## config.mk

```make
export PLATFORM = sky130hd
export DESIGN_NAME = phase_det_lock
export DESIGN_NICKNAME = d
export VERILOG_FILES = /design/src/rtl/pdl_pkg.sv /design/src/rtl/pdl_edge.sv /design/src/rtl/pdl_detector.sv /design/src/rtl/pdl_lock_mon.sv /design/src/rtl/phase_det_lock.sv
export SDC_FILE = /design/constraint.sdc
export NUM_CORES = 1
export LEC_CHECK = 0
export CORE_MARGIN = 2
export CORE_UTILIZATION = 30
export CTS_BUF_LIST = sky130_fd_sc_hd__clkbuf_4 sky130_fd_sc_hd__clkbuf_8
export CTS_CLUSTER_DIAMETER = 40
export DETAILED_ROUTE_END_ITERATION = 7
export DONT_BUFFER_PORTS = 1
export GPL_ROUTABILITY_DRIVEN = 0
export GPL_TIMING_DRIVEN = 0
export PLACE_DENSITY = 0.5
export SYNTH_ARGS = -nofsm -noshare
export SYNTH_HDL_FRONTEND = slang
export SYNTH_SLANG_ARGS = --single-unit
```

## constraint.sdc

```tcl
create_clock -name clk -period 1.62 [get_ports clk]
set_input_delay 0.162 -clock clk [delete_from_list [all_inputs] [get_ports clk]]
set_output_delay 0.162 -clock clk [all_outputs]
set_load 0.02 [all_outputs]
```

## src/rtl/pdl_pkg.sv

```systemverilog
package pdl_pkg;
  typedef enum logic [1:0] {
    PD_IDLE = 2'd0,
    PD_UP   = 2'd1,
    PD_DN   = 2'd2,
    PD_OVL  = 2'd3
  } pd_state_e;
endpackage

```

## src/rtl/pdl_edge.sv

```systemverilog
module pdl_edge #(
  parameter int unsigned W = 2
) (
  input  logic         clk,
  input  logic         rst_n,
  input  logic [W-1:0] sig_i,
  output logic [W-1:0] rise_o
);
  logic [W-1:0] prev_q;

  for (genvar i = 0; i < W; i++) begin : g_bit
    always_ff @(posedge clk or negedge rst_n) begin
      if (!rst_n) prev_q[i] <= 1'b0;
      else        prev_q[i] <= sig_i[i];
    end
    assign rise_o[i] = sig_i[i] & ~prev_q[i];
  end
endmodule

```

## src/rtl/pdl_detector.sv

```systemverilog
module pdl_detector
  import pdl_pkg::*;
#(
  parameter int unsigned OVL_CYC = 2
) (
  input  logic clk,
  input  logic rst_n,
  input  logic pwr_on_i,
  input  logic ref_rise_i,
  input  logic main_rise_i,
  output logic up_o,
  output logic dn_o,
  output logic idle_o,
  output logic busy_o,
  output logic cmp_o
);
  localparam int unsigned OC_W = (OVL_CYC > 1) ? $clog2(OVL_CYC) : 1;
  localparam logic [OC_W-1:0] OC_LAST = OC_W'(OVL_CYC - 1);

  pd_state_e       state_q, state_d;
  logic [OC_W-1:0] ovl_q, ovl_d;

  // Next-state
  always_comb begin
    state_d = state_q;
    ovl_d   = '0;
    unique case (state_q)
      PD_IDLE: begin
        if (pwr_on_i) begin
          if (ref_rise_i && main_rise_i) state_d = PD_OVL;
          else if (ref_rise_i)           state_d = PD_UP;
          else if (main_rise_i)          state_d = PD_DN;
        end
      end
      PD_UP:   if (main_rise_i) state_d = PD_OVL;
      PD_DN:   if (ref_rise_i)  state_d = PD_OVL;
      PD_OVL: begin
        if (ovl_q == OC_LAST) state_d = PD_IDLE;
        else                  ovl_d   = ovl_q + 1'b1;
      end
      default: state_d = PD_IDLE;
    endcase
  end

  always_ff @(posedge clk or negedge rst_n) begin
    if (!rst_n) begin
      state_q <= PD_IDLE;
      ovl_q   <= '0;
    end else begin
      state_q <= state_d;
      ovl_q   <= ovl_d;
    end
  end

  // overlap state drives both requests
  assign up_o   = (state_q == PD_UP) || (state_q == PD_OVL);
  assign dn_o   = (state_q == PD_DN) || (state_q == PD_OVL);
  assign idle_o = (state_q == PD_IDLE);
  assign busy_o = (state_q == PD_UP) || (state_q == PD_DN);
  assign cmp_o  = (state_q != PD_OVL) && (state_d == PD_OVL);
endmodule

```

## src/rtl/pdl_lock_mon.sv

```systemverilog
module pdl_lock_mon #(
  parameter int unsigned LOCK_THR = 4,
  parameter int unsigned AGREE_N  = 4
) (
  input  logic clk,
  input  logic rst_n,
  input  logic en_i,
  input  logic busy_i,
  input  logic cmp_i,
  output logic lock_o
);
  localparam int unsigned ERR_W = $clog2(LOCK_THR + 1);
  localparam int unsigned STK_W = (AGREE_N > 1) ? $clog2(AGREE_N) : 1;
  localparam logic [ERR_W-1:0] ERR_SAT = ERR_W'(LOCK_THR);
  localparam logic [ERR_W:0]   THR_EXT = (ERR_W+1)'(LOCK_THR);
  localparam logic [STK_W-1:0] STK_LAST = STK_W'(AGREE_N - 1);

  logic [ERR_W-1:0] err_q, err_d;
  logic [STK_W-1:0] stk_q, stk_d;
  logic             flag_q, flag_d;
  logic [ERR_W:0]   meas;
  logic             good;

  // Saturating error-time counter
  always_comb begin
    if (!busy_i)               err_d = '0;
    else if (err_q == ERR_SAT) err_d = err_q;
    else                       err_d = err_q + 1'b1;
  end

  // compare lone-pulse time with threshold
  assign meas = {1'b0, err_q} + {{ERR_W{1'b0}}, 1'b1};
  assign good = !busy_i || (meas < THR_EXT);

  // hysteresis on consecutive disagreements
  always_comb begin
    flag_d = flag_q;
    stk_d  = stk_q;
    if (!en_i) begin
      flag_d = 1'b0;
      stk_d  = '0;
    end else if (cmp_i) begin
      if (good != flag_q) begin
        if (stk_q == STK_LAST) begin
          flag_d = good;
          stk_d  = '0;
        end else begin
          stk_d  = stk_q + 1'b1;
        end
      end else begin
        stk_d = '0;
      end
    end
  end

  always_ff @(posedge clk or negedge rst_n) begin
    if (!rst_n) begin
      err_q  <= '0;
      stk_q  <= '0;
      flag_q <= 1'b0;
    end else begin
      err_q  <= err_d;
      stk_q  <= stk_d;
      flag_q <= flag_d;
    end
  end

  assign lock_o = !en_i || flag_q;
endmodule

```

## src/rtl/phase_det_lock.sv

```systemverilog
module phase_det_lock #(
  parameter int unsigned CODE_W   = 2,
  parameter int unsigned OVL_CYC  = 2,
  parameter int unsigned LOCK_THR = 4,
  parameter int unsigned AGREE_N  = 4
) (
  input  logic              clk,
  input  logic              rst_n,
  input  logic              pwr_on_i,
  input  logic              lock_en_i,
  input  logic              ref_div_i,
  input  logic              main_div_i,
  input  logic [CODE_W-1:0] cp_code_i,
  output logic              up_o,
  output logic              dn_o,
  output logic [CODE_W-1:0] cp_code_o,
  output logic              lock_o
);
  localparam int unsigned N_IN = 2;

  logic [1:0]        rs_q;
  logic              rst_int_n;
  logic [N_IN-1:0]   rise;
  logic              idle, busy, cmp;
  logic [CODE_W-1:0] code_q, code_d;

  // Reset asserted asynchronously, released on the clock
  always_ff @(posedge clk or negedge rst_n) begin
    if (!rst_n) rs_q <= 2'b00;
    else        rs_q <= {rs_q[0], 1'b1};
  end
  assign rst_int_n = rs_q[1];

  pdl_edge #(.W(N_IN)) u_edge (
    .clk    (clk),
    .rst_n  (rst_int_n),
    .sig_i  ({main_div_i, ref_div_i}),
    .rise_o (rise)
  );

  pdl_detector #(.OVL_CYC(OVL_CYC)) u_det (
    .clk         (clk),
    .rst_n       (rst_int_n),
    .pwr_on_i    (pwr_on_i),
    .ref_rise_i  (rise[0]),
    .main_rise_i (rise[1]),
    .up_o        (up_o),
    .dn_o        (dn_o),
    .idle_o      (idle),
    .busy_o      (busy),
    .cmp_o       (cmp)
  );

  pdl_lock_mon #(.LOCK_THR(LOCK_THR), .AGREE_N(AGREE_N)) u_mon (
    .clk    (clk),
    .rst_n  (rst_int_n),
    .en_i   (lock_en_i),
    .busy_i (busy),
    .cmp_i  (cmp),
    .lock_o (lock_o)
  );

  // code register loads only while idle
  always_comb code_d = idle ? cp_code_i : code_q;

  always_ff @(posedge clk or negedge rst_int_n) begin
    if (!rst_int_n) code_q <= '0;
    else            code_q <= code_d;
  end
  assign cp_code_o = code_q;
endmodule

```

==> summary.txt <==
first-pass GRT wire length = 2350 µm
Die Span X = 55.3 µm
clk buf depth = 2
CTS tree = yes
ys async rst share = 100%
Leakage = 0.447 nW
Hold Fails Final Rpt = 0
FILL cells = 236
Pins Over Slew Limit = 0
clk_skew = 0.00828 ns
Worst Setup EP = u_mon.flag_q$_DFFE_PN0P_
multi-input logic area = 498 µm²
post-route worst setup slack = -0.102 ns
final non-filler cell total = 116
initial core utilization = 31.9%
initial antenna violation count = 0
Crit. End Element = register
via count = 557
top-count cell post-synth = dfrtp_1
Final HPWL DP = 989 µm
clock latency on the worst-skew pair = 0.28 ns
Slew headroom = 65.5%
Synth cell types = 23
Post-synth top cells = dfrtp_1, nand2_1, ha_1
EDFF count, synth = 0
FF-to-FF End = u_mon.flag_q$_DFFE_PN0P_
CP Launch Type = register
top post-synthesis cells by area = dfrtp_1, ha_1, nand2_1, mux2i_1, inv_1
I/O pins = 13
Die ar. = 3060 µm²
failing checks = negative setup slack
vias per cell = 4.80
die span in y = 55.3 µm
largest net degree at the start of global routing = 14
Worst Path Required = 1.83 ns
Data arrival, critical path = 1.93 ns
register area share after synthesis = 47.5%
Yosys Warn Count = 0
Total GRT Usage = 9.66%
most used flip-flop cell after synthesis = dfrtp_1
GRT overflow = 0
Final Setup Violations = 3
DRT Pass-1 Iters = 4
#FFs+latches synth = 15
Placed Area = 831 µm²
f_max = 581 MHz
RSZ-0062 raised after global routing = true
R2R Setup Slk = -0.10 ns
post-route ant nets = 0
clock tree sinks = 15
Critical Path Start = u_det.state_q[0]$_DFF_PN0_
Initial DRC Count = 4
RR Startpoint = u_det.state_q[0]$_DFF_PN0_
share of layout cells above drive strength 1 = 34.9%
slew at the pin closest to its max-slew limit = 0.518 ns
Rows = 18
# nets final = 103
status = complete, but fails checks
# diodes = 0
peak supply drop = 1.09 mV
Syn Nets = 89
number of global-route vias before repair = 579
CTS Buf Count = 3
min Tclk post-route = 1.72 ns
# DRC = 0
placed insts = 103
fin crit share = 106%
H-tree lvl count = 1
largest area contributor in the netlist = dfrtp_1
Register Area = 378 µm²
post-synthesis area per instance = 10.8 µm²
Worst Hold Class = in2reg
synthesized netlist cell count = 73
Core ar. = 2480 µm²
fin area = 1050 µm²
WS Path Type = reg2reg
total length of routed wires = 1480 µm
Reg2Reg Depth = 6
Post-Syn Area = 791 µm²
max cap viols = 0
CP Max Fanout = 3
clk slew on worst S/H paths = 0.09 ns
buffers added on ports = 0
PwrDens = 1910 nW/µm²
final core occ = 42.5%
post-synth top area share = 47.5%
CTS root buf = clkbuf_4
area growth from synthesis to layout = 33.2%
Avg WL per Cell = 12.7 µm
[critical path, stage by stage (launching register included)]
cell and delay [ns]:
dfrtp_2 0.44, ha_4 0.15, and2b_2 0.18, a211oi_2 0.06, a22o_2 0.28, a2111oi_4 0.33, mux2i_1 0.21
[final cells by class]
class	count	share of cell area [%]
Clock buffer	4	2.85
Inverter	7	2.73
Multi-Input combinational cell	51	47.3
Sequential cell	15	35.9
Tap cell	30	3.56
Timing Repair Buffer	9	7.72
[cell families (layout without fill, tap and decap cells)]
logic type      Yosys count  count (layout)  share of synthesized area (%)
flops                    15              15                           47.5
compound gates           13              13                           13.0
xor+xnor                  2               2                           2.22
buf+inv                   7              20                           3.32
fa+ha+maj                 8               8                           12.7
simple gates             22              22                           14.2
other cells               1               1                          0.474
mux                       5               5                           6.65
[layer usage]
metal  wire length, µm  global-route usage [%]  up-vias
met5                 0                       0        -
met2               762                    16.0        7
met4                31                    6.27        0
met1               641                    11.0      274
li1                  -                       -      272
met3                38                    2.34        4
[stage by stage]
step | total power (W) | setup slack, ns | TNS, ns | hold slack, ns
after floorplan | 0.00125 | -0.0657 | -0.0657 | -0.134
after global placement | 0.00138 | -0.278 | -0.591 | -0.134
after detailed placement | 0.00139 | -0.270 | -0.587 | -0.134
after CTS | 0.00175 | -0.136 | -0.351 | 0.00521
after global routing | 0.00218 | -0.186 | -0.471 | 0.0110
final | 0.00201 | -0.102 | -0.208 | 0.0142
[power by group]
group	internal (W)	switching, W
combinational	0.000557	0.000594
sequential	0.000496	0.000142
clock	0.000112	0.000110
total	0.00117	0.000846
[state kept, by name, indices dropped and copies added (netlist names)]
register / count
cp_code_o: 2
u_mon.flag_q: 1
u_mon.err_q: 3
rs_q: 2
u_det.ovl_q: 1
u_mon.stk_q: 2
u_det.state_q: 2
u_edge.prev_q: 2
[worst min-delay path by stage]
stage	cells after the start	slack, ns	start	to
6_report	2	0.01	lock_en_i	u_mon.flag_q$_DFFE_PN0P_
5_1_grt	2	0.01	lock_en_i	u_mon.flag_q$_DFFE_PN0P_
4_1_cts	2	0.005	lock_en_i	u_mon.flag_q$_DFFE_PN0P_
3_5_place_dp	0	-0.13	rst_n	rs_q[0]$_DFF_PN0_
3_3_place_gp	0	-0.13	rst_n	rs_q[0]$_DFF_PN0_
2_1_floorplan	0	-0.13	rst_n	rs_q[0]$_DFF_PN0_
[layout by cell type (no fill, tap or decap)]
master | Yosys | final
o21ai_0 | 3 | 2
nor2b_1 | 2 | 2
a211oi_2 | 1 | 1
mux2i_1 | 3 | 3
dlygate4sd3_1 | 0 | 4
nand2b_1 | 2 | 2
nand2_1 | 9 | 8
a31oi_1 | 2 | 2
nand2_4 | 0 | 1
conb_1 | 1 | 1
dfrtp_2 | 0 | 2
inv_2 | 0 | 1
buf_4 | 0 | 4
nand3b_1 | 1 | 1
or2_2 | 2 | 2
o21ai_1 | 0 | 1
ha_1 | 8 | 3
mux2_2 | 2 | 2
clkbuf_4 | 0 | 4
a21boi_0 | 2 | 1
a21boi_4 | 0 | 1
inv_4 | 0 | 1
a211oi_1 | 2 | 1
a22o_2 | 0 | 2
and2_1 | 1 | 1
dfrtp_1 | 15 | 13
and2b_2 | 1 | 1
ha_4 | 0 | 5
a2111oi_4 | 0 | 1
buf_6 | 0 | 1
inv_1 | 7 | 5
xnor2_1 | 2 | 2
nand3_1 | 3 | 3
nor2_1 | 1 | 1
a211oi_4 | 0 | 1
[what timing repair did]
item                       CTS  global route
gates resized for setup      8            16
hold endpoints to repair     5             0
pin swaps                    2             6
hold buffers                 4             0
setup buffers                3             2
setup endpoints to repair    3             4
No activity file was read; power rests on OpenSTA's default activity.
